===== src/rtl/cpc_pkg.sv =====
package cpc_pkg;
  localparam int WORD_W   = 32;
  localparam int NUM_PAT  = 6;
  localparam int CHK_LEN  = 32;
  localparam int STB_LEN  = 8;
  localparam int STB_POS  = 2;
  localparam int RAMP_LEN = 256;
  localparam int MAX_LEN  = RAMP_LEN;
  localparam int CNT_W    = $clog2(MAX_LEN + 1);
  localparam int IDX_W    = $clog2(MAX_LEN);
  localparam int PAT_W    = $clog2(NUM_PAT);

  typedef enum logic [1:0] {
    MODE_FULL  = 2'd0,
    MODE_QUICK = 2'd1,
    MODE_ANY   = 2'd2,
    MODE_FULL2 = 2'd3
  } chk_mode_e;

  typedef enum logic [2:0] {
    ST_IDLE, ST_WRITE, ST_READ, ST_DRAIN, ST_DONE
  } seq_state_e;

  function automatic logic [CNT_W-1:0] pat_last(input logic [PAT_W-1:0] p);
    case (p)
      PAT_W'(0): pat_last = CNT_W'(CHK_LEN - 1);
      PAT_W'(1): pat_last = CNT_W'(STB_LEN - 1);
      default:   pat_last = CNT_W'(RAMP_LEN - 1);
    endcase
  endfunction
endpackage


===== src/rtl/cpc_sequencer.sv =====
module cpc_sequencer
  import cpc_pkg::*;
(
  input  logic             clk,
  input  logic             rst_n,
  input  logic             start,
  input  logic             req_ready,
  input  logic             rsp_valid,
  input  logic             stop_now,
  output logic             req_valid,
  output logic             req_write,
  output logic [CNT_W-1:0] wr_idx,
  output logic [CNT_W-1:0] rd_idx,
  output logic [PAT_W-1:0] pat_sel,
  output logic             run_start,
  output logic             rsp_take,
  output logic             settle,
  output logic             busy,
  output logic             done
);
  seq_state_e       st_q, st_d;
  logic [PAT_W-1:0] pat_q, pat_d;
  logic [CNT_W-1:0] wc_q, wc_d, rc_q, rc_d, last;
  logic             hs, rd_left;

  assign last      = pat_last(pat_q);
  assign rd_left   = (wc_q != last + CNT_W'(1));
  assign req_valid = (st_q == ST_WRITE) || ((st_q == ST_READ) && rd_left);
  assign req_write = (st_q == ST_WRITE);
  assign hs        = req_valid && req_ready;
  assign run_start = (st_q == ST_IDLE) && start;
  assign rsp_take  = (st_q == ST_READ) && rsp_valid;
  assign settle    = (st_q == ST_DRAIN) &&
                     ((rc_q == wc_q) || (rsp_valid && (rc_q + CNT_W'(1) == wc_q)));
  assign busy      = (st_q != ST_IDLE);
  assign done      = (st_q == ST_DONE);
  assign wr_idx    = wc_q;
  assign rd_idx    = rc_q;
  assign pat_sel   = pat_q;

  always_comb begin
    st_d  = st_q;
    pat_d = pat_q;
    wc_d  = wc_q;
    rc_d  = rc_q;
    case (st_q)
      ST_IDLE: if (start) begin
        st_d  = ST_WRITE;
        pat_d = '0;
        wc_d  = '0;
        rc_d  = '0;
      end
      ST_WRITE: if (hs) begin
        if (wc_q == last) begin
          wc_d = '0;
          st_d = ST_READ;
        end else begin
          wc_d = wc_q + CNT_W'(1);
        end
      end
      ST_READ: begin
        if (hs) wc_d = wc_q + CNT_W'(1);
        if (rsp_valid) begin
          rc_d = rc_q + CNT_W'(1);
          if (stop_now) begin
            st_d = ST_DRAIN;
          end else if (rc_q == last) begin
            if (pat_q == PAT_W'(NUM_PAT - 1)) begin
              st_d = ST_DRAIN;
            end else begin
              pat_d = pat_q + PAT_W'(1);
              st_d  = ST_WRITE;
              wc_d  = '0;
              rc_d  = '0;
            end
          end
        end
      end
      ST_DRAIN: begin
        if (rsp_valid) rc_d = rc_q + CNT_W'(1);
        if (settle) st_d = ST_DONE;
      end
      ST_DONE: st_d = ST_IDLE;
      default: st_d = ST_IDLE;
    endcase
  end

  always_ff @(posedge clk or negedge rst_n) begin
    if (!rst_n) begin
      st_q  <= ST_IDLE;
      pat_q <= '0;
      wc_q  <= '0;
      rc_q  <= '0;
    end else begin
      st_q  <= st_d;
      pat_q <= pat_d;
      wc_q  <= wc_d;
      rc_q  <= rc_d;
    end
  end

  assert_done_single_R7: assert property (@(posedge clk) disable iff (!rst_n)
    done |=> !done);
  assert_rsp_expected_R9: assert property (@(posedge clk) disable iff (!rst_n)
    rsp_valid |-> (((st_q == ST_READ) || (st_q == ST_DRAIN)) && (rc_q != wc_q)));
  assert_write_before_read_R3: assert property (@(posedge clk) disable iff (!rst_n)
    (req_valid && !req_write) |-> (rc_q <= wc_q));
  assert_no_req_after_stop_R9: assert property (@(posedge clk) disable iff (!rst_n)
    (st_q == ST_DRAIN) |-> !req_valid);
endmodule


===== config.mk =====
export PLATFORM = sky130hd
export DESIGN_NAME = cpc_sequencer
export DESIGN_NICKNAME = d
export VERILOG_FILES = /design/src/rtl/cpc_pkg.sv /design/src/rtl/cpc_sequencer.sv
export SDC_FILE = /design/constraint.sdc
export NUM_CORES = 1
export LEC_CHECK = 0
export BUFFER_PORTS_ARGS = -buffer_cell sky130_fd_sc_hd__buf_2
export CELL_PAD_IN_SITES_DETAIL_PLACEMENT = 1
export CELL_PAD_IN_SITES_GLOBAL_PLACEMENT = 2
export CORE_MARGIN = 5
export CORE_UTILIZATION = 33
export DETAILED_ROUTE_END_ITERATION = 10
export HOLD_SLACK_MARGIN = 0.05
export PLACE_DENSITY = 0.75
export SETUP_SLACK_MARGIN = 0.2
export SYNTH_ARGS = -nofsm -noshare
export SYNTH_HDL_FRONTEND = slang
export SYNTH_SLANG_ARGS = --single-unit
export TNS_END_PERCENT = 100

===== constraint.sdc =====
create_clock -name clk -period 4.04 [get_ports clk]
set_input_delay 1.212 -clock clk [delete_from_list [all_inputs] [get_ports clk]]
set_output_delay 1.212 -clock clk [all_outputs]
set_load 0.01 [all_outputs]

## After elaboration in Yosys (flattened, before gate mapping)

Cells that the tools add are included.

| operators by class | value |
|---|---|
| add/sub/neg operators | 4 |
| equality and inequality tests | 21 |
| muxes and demuxes | 31 |
| reductions and logical operators | 18 |

Operators with widths:

| operator | count |
|---|---|
| two-way mux 9 bit | 13 |
| one-hot mux 9 bit (3 select lines) | 2 |
| equality test 9 bit | 4 |
| two-way mux 3 bit | 12 |
| adder 9 x 1 -> 9 bit (second input constant) | 3 |
| one-hot mux 8 bit (2 select lines) | 1 |
| inequality test 2 bit (second input constant) | 6 |
| one-hot mux 3 bit (4 select lines) | 1 |
| AND reduction 6 bit | 2 |
| inequality test 9 bit | 1 |
| nonzero test 3 bit | 3 |
| equality test 3 x 1 -> 1 bit (second input constant) | 2 |
| equality test 3 x 2 -> 1 bit (second input constant) | 2 |
| equality test 3 bit (second input constant) | 2 |
| logical AND 1 bit | 6 |
| logical NOT 3 bit | 2 |
| inequality test 2 x 1 -> 1 bit (second input constant) | 3 |
| one-hot mux 3 bit (2 select lines) | 1 |
| AND reduction 4 bit | 1 |
| adder 3 x 1 -> 3 bit (second input constant) | 1 |
| inequality test 3 x 2 -> 1 bit (second input constant) | 1 |
| AND reduction 3 bit | 1 |
| logical OR 1 bit | 2 |
| two-way mux 2 bit | 1 |
| nonzero test 2 bit | 1 |

| storage, ports and cells | value |
|---|---|
| register bits | 24 |
| input port bits | 6 |
| logic and storage cells | 78 |

## Logic depth before layout (Yosys ltp)

| logic depth | value |
|---|---|
| word-level depth | 13 |
| mapped depth | 11 |
| gate-level depth less buffers | 9 |

## Worst setup path after synthesis

Ideal clock, no wire load.

| timing path | value |
|---|---|
| path type | input to output |
| start point | input port rsp_valid |
| end point | output port settle |
| arrival | 2563 ps |
| data required time | 2828 ps |
| path slack | 265 ps |
| stages | 6 |
| buffers on the path | 0 |
| cells stage by stage | inv_1 nor3_1 o221ai_1 or4_1 o31ai_2 and3_1 |

| on the way | value |
|---|---|
| cells in the longest elaborated chain, start to end | 3 |

RTL lines:

| element | line | RTL |
|---|---|---|
| start: declaration | cpc_sequencer.sv:8 | `input logic rsp_valid,` |
| logical AND 1 bit | cpc_sequencer.sv:34 | `((rc_q == wc_q) \|\| (rsp_valid && (rc_q + CNT_W'(1) == wc_q)));` |
| logical OR 1 bit | cpc_sequencer.sv:34 |  |
| logical AND 1 bit | cpc_sequencer.sv:33 | `assign settle = (st_q == ST_DRAIN) &&` |
| end: declaration | cpc_sequencer.sv:17 | `output logic settle,` |

Every way passes these cells.

## Final worst setup path

Ends and elaborated chain as after synthesis.

==> impl_metrics.yaml <==
run_status:
  status: "complete, no violations"
setup_path:
  path_max_fanout: 2
  worstSetupPathType: "in2out"
  max_stage_delay_ps: 510
  reg2reg_slack_ps: 1160
  worstPathCellList: "buf_8, inv_6, nor3_4, o221ai_2, or4_4, o31ai_4, and3_1, buf_2"
  cp-end-kind: "output port"
  cp-start-kind: "input pin"
  path_delay_family: "simple AND/OR/NAND/NOR gates"
  crit_arrival_ps: 2690
  required_ps: 2830
  cp_slowest_cell: "or4_4"
  critical_path_buf_inv_count: 3
pwr:
  switching_share_pct: 49.9
  power_uw: 1600
  vdd_drop_max_uv: 244
  pwr-share-seq_pct: 25.7
  powerDensity_nw_per_um2: 655
  p_int_uw: 803
  combPwrFrac_pct: 63.5
  p_sw_uw: 800
  clkPwrFrac_pct: 10.8
  leakage_uw: 0.00103
routing:
  drtAntennaViolNets: 0
  drc: 0
  dr.pass1.iters: 4
  wire_per_inst_um: 18.1
  via_per_inst: 5.54
  drtIter0Drc: 127
  drt_wl_total_mm: 6.60
  num_vias: 2021
sta:
  setup_viol: 0
  slew_viol_final: 0
  rsz0062_at_grt: "true"
  fin_setup_tns_ps: 0
  finalCritPeriodShare_pct: 96.5
  timing_hold_violations_final: 0
  slew_headroom_pct: 50.9
  fin_worst_skew_ps: 5.72
  setup_slack_ps: 139
  fmax_mhz: 256
  fin_crit_ps: 3900
  worstMarginPinSlew_ps: 736
clock_tree:
  cts_tree: "done"
  clk_path_buf_depth: 2
  clock_sinks: 24
  clkTransAtPathRegs_ps: 90
  htreeDepth: 1
  cts_root_buf: "clkbuf_8"
  clk_latency_ps: 270
  numCtsBuffers: 3
logic_synthesis:
  synth_top_family_by_area: "compound AO/OA/AOI/OAI gates"
  synth_edf_count: 0
  syn_nets: 271
  seq_area_frac_synth_pct: 28.4
  synth-main-ff-cell: "dfrtp_1"
  syn_inst: 259
  yosysWarningCount: 0
  async_reset_ff_share_pct: 100
  ys_ff_latch: 24
  post_synth_and_or_nand_nor_area_fraction_pct: 24.4
  yosys.area_share.adder_pct: 3.55
  syn_area_per_cell_um2: 8.16
  yosysUniqueCellTypes: 60
  synth_xor_xnor_area_share_pct: 8.22
  yosys-mux-area-fraction_pct: 1.89
  syn_area_um2: 2110
  synth-compound-area-share_pct: 25.2
layout:
  diodes: 0
  nets: 301
  syn2layout_area_growth_pct: 15.7
  drive_gt1_share_pct: 23.6
  final_cells: 365
die:
  fp.dieW_um: 90.0
  fp.coreArea_um2: 6280
  die_h_um: 90.0
  rows: 29
  dieArea_um2: 8110
  start_util_pct: 33.7
  num_io_pins: 34
global_routing:
  grt_usage_pct: 16.0
  grt_pass1_vias: 2076
  grt_antenna_before_repair: 0
  grt_overflow_total: 0
  grt_pass1_wl_mm: 10.9
  grt_max_degree: 25
min_path:
  holdCritPathClass: "reg2reg"
placement:
  gp_congestion: 0.802
  port_buffers: 33
  dpl.hpwl_mm: 4.95
  dp.cells: 359
  dpl_worst_slack_ps: -4.20
job:
  drv_cap: 0
[synth_stat cells (6+ instances only)]
master,n,area (um^2)
a21oi_1,10,50.1
a31oi_1,7,43.8
buf_2,7,35.0
dfrtp_1,24,601
ha_1,6,75.1
inv_1,15,56.3
nand2_1,29,109
nand2b_1,6,37.5
nand3_1,13,65.1
nor2_1,17,63.8
nor3_1,7,35.0
o21ai_0,13,65.1
o31ai_1,9,67.6
xnor2_1,13,114
[worst paths after layout]
check	from	to	cells after the start
max	rsp_valid	settle	8
min reg2reg	rd_idx[0]	rd_idx[0]	2
max in group asynchronous	rst_n	rd_idx[0]	1
min	rd_idx[0]	rd_idx[0]	2
max reg2reg	pat_sel[1]	wr_idx[7]	9
min in group asynchronous	rst_n	st_q[0]	1
[final cells by class]
cell class	instances	area [um^2]
clock buffers	4	55.1
fillers	796	3830
inverters	17	68.8
multi-input cells	199	1370
flip-flops and latches	24	602
well taps	77	96.3
repair buffers	44	258
[worst reg2reg max path, cell delays in order (launching register included)]
cell,delay [ps]
dfrtp_1,600
inv_1,200
ha_1,310
nor3_4,250
and3_4,230
o211ai_2,150
o31ai_4,410
a21oi_2,130
nand2b_1,190
a221o_1,320
[layer usage]
metal	up-vias	global-route usage, %	share of wire, %
li1	991	-	-
met1	985	22.8	49
met2	40	25.7	47
met4	0	2.85	0.61
met3	5	2.50	3.5
met5	-	0	0
[cell families after synthesis]
logic type	count (synthesis)
and+or+nand+nor	100
AOI/OAI and AO/OA	70
buffers and inverters	36
DFF	24
xor gates and xnor gates	19
adders and majority gates	6
muxes	4
[flip-flops by register name, summed over array words and instances (netlist names)]
| name | count |
|---|---|
| wr_idx | 9 |
| st_q | 3 |
| pat_sel | 3 |
| rd_idx | 9 |
[metrics by stage]
step	hold WS, ps	util (%)	area (um^2)
final	622	39.0	2450
after floorplan	583	-	2110
after global routing	658	39.0	2450
after CTS	635	38.5	2420
after detailed placement	623	37.1	2330
after global placement	570	37.1	2330
[power by group through the flow]
stage	registers, uW	logic [uW]	clock network [uW]
CTS	414	986	186
floorplan	372	694	0
finish	412	1020	173
detailed placement	428	951	0
global route	426	1120	202
global placement	424	941	0
[placed cells by master, fill, tap and decap left out, drive strengths merged, types with 3 or more instances in the layout]
master  Yosys  layout
or4         3       3
ha          6       6
or2         3       3
buf        12      44
inv        17      17
nor2       17      17
o211ai      3       3
nor3b       3       3
mux2i       4       4
xor2        6       6
a31oi       7       7
clkbuf      7       4
nand2      29      29
and3        4       4
and2        4       4
nor3        8       8
o41ai       3       3
xnor2      13      13
nand3      14      14
a21oi      11      11
o22ai       3       3
nand4       3       3
o31ai      11      11
o21ai      15      15
dfrtp      24      24
nand2b      6       6
[what timing repair did]
action	in CTS	in global routing
pin swaps	4	3
hold buffers	0	0
setup buffers	2	0
setup endpoints to repair	1	1
gates resized for setup	6	5
(Power assumes the default switching activity.)
